$ cat config.mk
export PLATFORM = sky130hd
export DESIGN_NAME = vbi_line_timer
export DESIGN_NICKNAME = d
export VERILOG_FILES = /design/src/rtl/vbi_pkg.sv /design/src/rtl/vbi_hs_qual.sv /design/src/rtl/vbi_field_track.sv /design/src/rtl/vbi_pulse_timer.sv /design/src/rtl/vbi_line_timer.sv
export SDC_FILE = /design/constraint.sdc
export NUM_CORES = 1
export LEC_CHECK = 0
export ABC_AREA = 1
export BUFFER_PORTS_ARGS = -buffer_cell sky130_fd_sc_hd__buf_4
export CAP_MARGIN = 20
export CORE_MARGIN = 8
export CORE_UTILIZATION = 45
export CTS_CLUSTER_DIAMETER = 150
export DETAILED_ROUTE_END_ITERATION = 6
export PLACE_DENSITY_LB_ADDON = 0.3
export SLEW_MARGIN = 20
export SYNTH_ARGS = -nofsm -noshare
export SYNTH_HDL_FRONTEND = slang
export SYNTH_SLANG_ARGS = --single-unit
$ cat constraint.sdc
create_clock -name clk -period 5.2 [get_ports clk]
set_input_delay 0.26 -clock clk [delete_from_list [all_inputs] [get_ports clk]]
set_output_delay 0.26 -clock clk [all_outputs]
set_load 0.05 [all_outputs]
$ cat src/rtl/vbi_pkg.sv
package vbi_pkg;

    localparam int LINE_W   = 10;
    localparam int SEL_BITS = 16;

    typedef logic [LINE_W-1:0]   line_t;
    typedef logic [SEL_BITS-1:0] sel_mask_t;

    localparam line_t LINE_IDLE = '0;
    localparam line_t LINE_MAX  = '1;

    typedef struct packed {
        line_t line;
        logic  odd;
    } field_state_t;

    typedef struct packed {
        logic start;
        logic clear;
    } pulse_ctl_t;

    function automatic logic line_enabled(line_t l, line_t base, sel_mask_t mask);
        line_t off;
        off = l - base;
        if (l < base || off >= line_t'(SEL_BITS))
            return 1'b0;
        return mask[off[3:0]];
    endfunction

    function automatic line_t line_step(line_t l);
        if (l == LINE_IDLE || l == LINE_MAX)
            return l;
        return l + line_t'(1);
    endfunction

endpackage

$ cat src/rtl/vbi_hs_qual.sv
module vbi_hs_qual #(
    parameter int MIN_GAP = 400
) (
    input  logic clk,
    input  logic rst,
    input  logic hs_in,
    output logic hs_acc
);
    localparam int GW = $clog2(MIN_GAP + 1) + 1;

    logic          hs_d;
    logic [GW-1:0] gap;
    logic          rise;

    assign rise   = hs_in & ~hs_d;
    assign hs_acc = rise && (gap >= GW'(MIN_GAP));

    always_ff @(posedge clk) begin
        if (rst) begin
            hs_d <= 1'b0;
            gap  <= GW'(MIN_GAP);
        end else begin
            hs_d <= hs_in;
            if (hs_acc)
                gap <= GW'(1);
            else if (gap < GW'(MIN_GAP))
                gap <= gap + GW'(1);
        end
    end

    // two accepted edges can never sit in adjacent cycles
    p_gap_reject_r4: assert property (@(posedge clk) disable iff (rst)
        (hs_acc && MIN_GAP > 1) |=> !hs_acc);

endmodule

$ cat src/rtl/vbi_field_track.sv
module vbi_field_track
    import vbi_pkg::*;
(
    input  logic         clk,
    input  logic         rst,
    input  logic         vsync_in,
    input  logic         field_par_in,
    input  logic         hs_acc,
    output field_state_t st
);
    field_state_t st_q;

    always_ff @(posedge clk) begin
        if (rst) begin
            st_q.line <= LINE_IDLE;
            st_q.odd  <= 1'b0;
        end else if (vsync_in) begin
            st_q.line <= line_t'(1);
            st_q.odd  <= field_par_in;
        end else if (hs_acc) begin
            st_q.line <= line_step(st_q.line);
        end
    end

    assign st = st_q;

    p_field_start_r2: assert property (@(posedge clk) disable iff (rst)
        vsync_in |=> (st.line == line_t'(1)) && (st.odd == $past(field_par_in)));

    p_field_hold_r2: assert property (@(posedge clk) disable iff (rst)
        !vsync_in |=> $stable(st.odd));

    p_line_step_r3: assert property (@(posedge clk) disable iff (rst)
        (hs_acc && !vsync_in && st.line != LINE_IDLE && st.line != LINE_MAX)
        |=> st.line == $past(st.line) + line_t'(1));

endmodule

$ cat src/rtl/vbi_pulse_timer.sv
module vbi_pulse_timer
    import vbi_pkg::*;
#(
    parameter int WIDTH = 512
) (
    input  logic       clk,
    input  logic       rst,
    input  pulse_ctl_t ctl,
    output logic       active
);
    localparam int CW = $clog2(WIDTH + 1);

    logic [CW-1:0] remain;

    always_ff @(posedge clk) begin
        if (rst)
            remain <= '0;
        else if (ctl.start)
            remain <= CW'(WIDTH);
        else if (ctl.clear)
            remain <= '0;
        else if (remain != '0)
            remain <= remain - CW'(1);
    end

    assign active = (remain != '0);

    p_start_on_r7: assert property (@(posedge clk) disable iff (rst)
        ctl.start |=> active);

endmodule

$ cat src/rtl/vbi_line_timer.sv
module vbi_line_timer
    import vbi_pkg::*;
#(
    parameter int LN26_WIDTH  = 515,
    parameter int SLICE_WIDTH = 512,
    parameter int MIN_HS_GAP  = 400,
    parameter int SEL_BASE    = 10,
    parameter int LN26_LINE   = 26
) (
    input  logic        clk,
    input  logic        rst,
    input  logic        hs_in,
    input  logic        vsync_in,
    input  logic        field_par_in,
    input  logic        sel_wr,
    input  logic [15:0] sel_data,
    output logic        ln26_out,
    output logic        field_odd_out,
    output logic        slice_out
);
    localparam line_t BASE_L   = line_t'(SEL_BASE);
    localparam line_t MARK_L   = line_t'(LN26_LINE);

    logic         hs_acc;
    field_state_t st;
    sel_mask_t    mask_q;
    line_t        next_line;
    logic         advance;
    pulse_ctl_t   mark_ctl;
    pulse_ctl_t   gate_ctl;

    vbi_hs_qual #(.MIN_GAP(MIN_HS_GAP)) u_qual (
        .clk    (clk),
        .rst    (rst),
        .hs_in  (hs_in),
        .hs_acc (hs_acc)
    );

    vbi_field_track u_track (
        .clk          (clk),
        .rst          (rst),
        .vsync_in     (vsync_in),
        .field_par_in (field_par_in),
        .hs_acc       (hs_acc),
        .st           (st)
    );

    always_ff @(posedge clk) begin
        if (rst)
            mask_q <= '0;
        else if (sel_wr)
            mask_q <= sel_data;
    end

    assign next_line = line_step(st.line);
    assign advance   = hs_acc && !vsync_in && (st.line != LINE_IDLE);

    always_comb begin
        mark_ctl.start = advance && (next_line == MARK_L) && (st.line != MARK_L);
        mark_ctl.clear = 1'b0;
        gate_ctl.start = advance && line_enabled(next_line, BASE_L, mask_q)
                         && (next_line != st.line);
        gate_ctl.clear = hs_acc || vsync_in;
    end

    vbi_pulse_timer #(.WIDTH(LN26_WIDTH)) u_mark (
        .clk    (clk),
        .rst    (rst),
        .ctl    (mark_ctl),
        .active (ln26_out)
    );

    vbi_pulse_timer #(.WIDTH(SLICE_WIDTH)) u_gate (
        .clk    (clk),
        .rst    (rst),
        .ctl    (gate_ctl),
        .active (slice_out)
    );

    assign field_odd_out = st.odd;

    p_mark_line_r5: assert property (@(posedge clk) disable iff (rst)
        $rose(ln26_out) |-> st.line == MARK_L);

    p_gate_after_hs_r7: assert property (@(posedge clk) disable iff (rst)
        $rose(slice_out) |-> $past(hs_acc));

    p_gate_window_r6: assert property (@(posedge clk) disable iff (rst)
        $rose(slice_out) |-> (st.line >= BASE_L) && (st.line < BASE_L + line_t'(SEL_BITS)));

    p_idle_quiet_r1: assert property (@(posedge clk) disable iff (rst)
        (st.line == LINE_IDLE) |=> !$rose(slice_out) && !$rose(ln26_out));

    p_cut_on_sync_r8: assert property (@(posedge clk) disable iff (rst)
        (slice_out && vsync_in) |=> !slice_out);

endmodule

==> impl_metrics.ini, run 1 <==
[final_layout]
synthToLayoutAreaGrowth_pct = 15.1
multi_input_area_mm2 = 0.00177
final_common_cell = nor2_1
fillers = 681
diodes = 0
fin_area_mm2 = 0.00369
drive_above_1_share = 0.144
layout_common_cells = nor2_1, nand2_1, dfxtp_1, inv_1, nand3_1
regArea_mm2 = 0.00116
final_nets = 513

[critical_path]
critPathTopFamily = simple AND/OR/NAND/NOR gates
r2r_cells = 16
cp_max_fo = 15
max_stage_delay_ps = 450
worstSetupPathType = flop to flop
cp_common_cell = nand2_1
start_kind = flop
crit_chain = ha_1 > nand2_1 > nor2_4 > nand3_4 > nand2_4 > nand2_1 > o21ai_1 > ha_1 > inv_1 > nand3_1 > nand2_1 > a21oi_1 > nand2_1 > nor2_1 > nand3_1 > a21oi_1
path_depth = 16
cp.arrival_ps = 2920
crit_buf_inv = 1
worst-endpoint-required_ps = 5480
end_kind = flop
critPathSlowestCell = dfxtp_1

[power_and_ir_drop]
ir_drop_v = 0.000320
combPwrFrac = 0.454
p_sw_frac = 0.420
seqPwrFrac = 0.299
internal_power_mw = 1.19
powerDensity_mw_per_mm2 = 556
power_leakage_nw = 1.65
p_sw_uw = 861
clockPowerShare = 0.247

[sta]
tightest_slew_ps = 601
finalSetupTns_ps = 0
drv_slew = 0
min_period_over_period = 0.507
fin_crit_ps = 2640
hold_violations = 0
skew_ps = 7.91
relSlewSlack = 0.599
fmax_mhz = 379
rsz0062_at_grt = no
setup_violations = 0

[yosys]
synthMuxAreaShare = 0
synth_top_family_by_area = simple AND/OR/NAND/NOR gates
synth_flop_cell = dfxtp_1
yosys_warnings = 0
synth_area_leader_cell = dfxtp_1
syn-instance-count = 458
async_flop_share = 0
syn_nets = 488
ys_top_cells_by_area = dfxtp_1, nor2_1, nand2_1, nand3_1, inv_1
netlist.area_leader.share = 0.362
syn_avg_cell_area_um2 = 7.00
synth_xor_area_frac = 0.0465
synth_compound_area_frac = 0.117
ys_seq_elements = 58
ys_types = 39
synth_area_mm2 = 0.00320
synth-edff-count = 0
yosys.area_share.adder = 0.0312
ys_seq_area_frac = 0.362
synth-simple-area-share = 0.359

[cts]
cts_setup_buffers = 0
hold_buffers = 0
cts_tree = done
cts_root_buffer = clkbuf_8
clock_sinks = 58
htreeDepth = 3
clock_latency_ps = 350
clockBufferDepth = 2
cts_resized = 0
cts_buffers = 9
path_clk_slew_ps = 60

[routing]
routed_via_density = 5.05
wl_per_cell_um = 12.1
drc = 0
firstDrtPassIters = 4
vias = 2947
wirelength_um = 7080
drtIter0Drc = 121
detail-route-antenna-nets = 0

[global_routing]
grt_overflow = 0
grt_pass1_vias = 2941
antenna_found_initial = 0
grt_pass1_wl_um = 12800
grt_max_degree = 23
grt.total_usage = 0.155

[place]
port_buffers = 24
hpwl_um = 5150
placed_area_mm2 = 0.00345
place_congestion = 0.854

[floorplanning]
io_pins = 25
fp-row-count = 30
initial_core_util = 0.469
die_x_um = 100
die-height_um = 100
fp.dieArea_mm2 = 0.0101
core_mm2 = 0.00683

[hold_path]
hold_class = input port to flop
hold_depth = 3

[outcome]
status = complete, no violations

[flow_run]
cap_violations = 0
## sequential cells by signal (all words and copies together) (netlist names)
name and flops:
mask_q 16, u_gate.remain 10, u_mark.remain 10, u_qual.gap 10, u_qual.hs_d 1, u_track.st 11
## power groups by stage
stage	registers [mW]	logic, mW	clock network, mW
floorplan	0.602	0.753	0
global placement	0.617	0.902	0
detailed placement	0.621	0.921	0
CTS	0.612	0.933	0.515
global route	0.627	1.07	0.536
finish	0.613	0.930	0.507
## final cells by class
class,instances,area share
tap,96,0.0326
clock inverter,5,0.0278
timing repair buffer,24,0.0488
clock buffer,10,0.0373
inverter,57,0.0580
sequential,58,0.315
multi-input combinational,333,0.481
## kinds of logic (layout without fill, tap and decap cells)
family / count (synthesis) / in the layout
and+or+nand+nor: 243 / 243
buffers and inverters: 67 / 96
AOI/OAI and AO/OA: 65 / 65
DFF: 58 / 58
xor gates and xnor gates: 17 / 17
adders and majority gates: 8 / 8
## cell usage after synthesis (2+ instances only)
master and count:
nor2_1 80, nand2_1 71, dfxtp_1 58, inv_1 49, nand3_1 48, o21ai_0 27
a21oi_1 23, xor2_1 12, ha_1 8, nand4_1 8, clkbuf_1 7, inv_2 6
nor3_1 6, nand3_2 5, xnor2_1 5, nand2_2 4, nor2_2 4, a211oi_1 3
nand3b_1 3, nor3_2 3, nor4_1 3, a31oi_1 2, buf_6 2, clkinv_1 2
nand2_4 2, nor2_4 2, o2111ai_1 2, o211ai_1 2
## per-stage QoR
| step | utilization | setup WS, ps | hold WS, ps | power, mW | instances |
|---|---|---|---|---|---|
| floorplan | - | 2930 | 385 | 1.35 | 458 |
| global placement | 0.505 | 2710 | 446 | 1.52 | 568 |
| detailed placement | 0.505 | 2620 | 458 | 1.54 | 568 |
| CTS | 0.540 | 2600 | 120 | 2.06 | 583 |
| global route | 0.540 | 2260 | 121 | 2.24 | 583 |
| finish | 0.540 | 2560 | 124 | 2.05 | 583 |
## path summary, 6_finish.rpt
| path | from | endpoint | slack (ps) |
|---|---|---|---|
| setup / recovery | u_track.st[2] | u_gate.remain[9] | 2560 |
| hold / removal | hs_in | u_qual.hs_d | 120 |
| setup reg to reg | u_track.st[2] | u_gate.remain[9] | 2560 |
| hold reg to reg | u_gate.remain[0] | u_gate.remain[0] | 460 |
## worst register-to-register path, stage by stage (launching register included)
cell     delay (ps)
dfxtp_1         450
ha_1            230
nand2_1         100
nor2_4          180
nand3_4         200
nand2_4         190
nand2_1          70
o21ai_1         250
ha_1            250
inv_1            70
nand3_1          80
nand2_1          50
a21oi_1         110
nand2_1          60
nor2_1           80
nand3_1          80
a21oi_1         120
## per-layer routing
layer / global-route usage / vias up / part of all wire
li1: - / 1551 / -
met1: 0.177 / 1322 / 0.47
met2: 0.265 / 61 / 0.47
met3: 0.0498 / 13 / 0.046
met4: 0.0570 / 0 / 0.014
met5: 0 / - / 0
Note: power is estimated with default switching activity, not from simulation.
==> run 2, diff against run 1 <==
==> constraint.sdc (replaced) <==
create_clock -name clk -period 2.2 [get_ports clk]
set_input_delay 0.11 -clock clk [delete_from_list [all_inputs] [get_ports clk]]
set_output_delay 0.11 -clock clk [all_outputs]
set_load 0.05 [all_outputs]
==> impl_metrics.ini, run 2 (synthesis gave the netlist of run 1 again) <==
[outcome]
status = complete, no violations

[sta]
fin_ws_ps = 55.1
hold_violations = 0
rsz0062_at_grt = yes
drv_slew = 0
fmax_mhz = 466
fin_crit_ps = 2140
finalSetupTns_ps = 0
tightest_slew_ps = 490
skew_ps = 10.5
relSlewSlack = 0.672
setup_violations = 0
min_period_over_period = 0.975

[place]
place_congestion = 0.885
dpl_worst_slack_ps = -14.9
hpwl_um = 5500
port_buffers = 24

[routing]
firstDrtPassIters = 4
drc = 0
routed_via_density = 4.96
drtIter0Drc = 146
vias = 3054
wl_per_cell_um = 11.9
wirelength_um = 7340
detail-route-antenna-nets = 0

[cts]
cts_buffers = 9
cts_tree = done
clock_latency_ps = 340
cts_root_buffer = clkbuf_8
path_clk_slew_ps = 70
clock_sinks = 58
htreeDepth = 3
clockBufferDepth = 2

[floorplanning]
die-height_um = 100
core_mm2 = 0.00683
initial_core_util = 0.469
fp-row-count = 30
die_x_um = 100
fp.dieArea_mm2 = 0.0101
io_pins = 25

[final_layout]
diodes = 0
synthToLayoutAreaGrowth_pct = 24.9
final_common_cell = nor2_1
final_nets = 545
regMostFlops = mask_q
largest_register_ffs = 16
layout_common_cells = nor2_1, nand2_1, dfxtp_1, inv_1, nand3_1
utilization = 0.586
drive_above_1_share = 0.190

[global_routing]
grt_pass1_wl_um = 13000
grt_pass1_vias = 3025
antenna_found_initial = 0
grt.total_usage = 0.155
grt_max_degree = 22
grt_overflow = 0

[critical_path]
worstSetupPathType = flop to flop
worst-endpoint-required_ps = 2470
cp.arrival_ps = 2420
start_kind = flop
cp_max_fo = 5
end_kind = flop

[power_and_ir_drop]
power_leakage_nw = 1.80
clockPowerShare = 0.240
internal_power_mw = 2.95
p_sw_frac = 0.419
ir_drop_v = 0.000717
combPwrFrac = 0.475
seqPwrFrac = 0.285
powerDensity_mw_per_mm2 = 1270
p_sw_mw = 2.12

[flow_run]
cap_violations = 0

[hold_path]
hold_class = input port to flop
-- run 2: changes by cell type in the layout (fill, tap and decap cells not counted), sizes merged --
| cell | delta |
|---|---|
| buf | +19 |
| clkbuf | -1 |
| clkinv | +2 |
| inv | +1 |
| clkinvlp | -1 |
| dlygate4sd3 | +13 |
-- run 2: area by class of cell --
cell class	instances	area, um2
fill	660	2830
multi-input combinational	333	1800
sequential	58	1160
timing repair buffer	56	453
inverter	57	214
clock inverter	7	125
clock buffer	9	124
tap	96	120
-- run 2: worst paths after layout --
| check | startpoint | endpoint | slack (ps) | cells past startpoint |
|---|---|---|---|---|
| max | u_track.st[2] | u_gate.remain[9] | 60 | 16 |
| min | sel_data[0] | mask_q[0] | 10 | 3 |
| max reg2reg | u_track.st[2] | u_gate.remain[9] | 60 | 16 |
| min reg2reg | u_gate.remain[0] | u_gate.remain[0] | 460 | 2 |
-- run 2: per-layer routing --
layer	wire (um)	vias up	track usage
met1	3480	1368	0.183
met2	3490	63	0.268
li1	-	1616	-
met3	304	7	0.0457
met4	65	0	0.0360
met5	0	-	0
-- run 2: worst max-delay path, cell delays in order, from the launching register on --
cell and delay, ps:
dfxtp_2 330, inv_1 100, ha_1 180, nand2_1 60
nor2_1 120, nand2_2 140, a21o_1 210, inv_2 100
ha_2 190, inv_2 50, nand3_1 70, nand2_1 50
a21oi_1 140, nand2_1 70, nor2_1 80, nand3_1 70
a21oi_1 110
-- run 2: timing repair --
item                                   4_1_cts  5_1_grt
pin swaps                                    3        5
hold buffers                                13        0
buffers inserted                             1        3
gates resized for setup                      5        3
endpoints found under the hold margin       13        0
setup endpoints to repair                    1        8
-- run 2: through the flow --
stage	hold slack [ps]	power, mW	area (um2)	cells
finish	14.0	5.07	4000	616
global route	8.23	5.50	4000	616
CTS	5.52	5.04	3980	613
detailed placement	337	3.77	3570	583
global placement	326	3.71	3570	583
floorplan	235	3.22	3210	458
-- run 2: power groups by stage --
stage	clock (mW)	combinational [mW]	sequential, mW
after floorplan	0	1.79	1.42
after detailed placement	0	2.31	1.46
final	1.22	2.41	1.44
after global placement	0	2.25	1.46
after global routing	1.29	2.73	1.48
after CTS	1.25	2.35	1.44
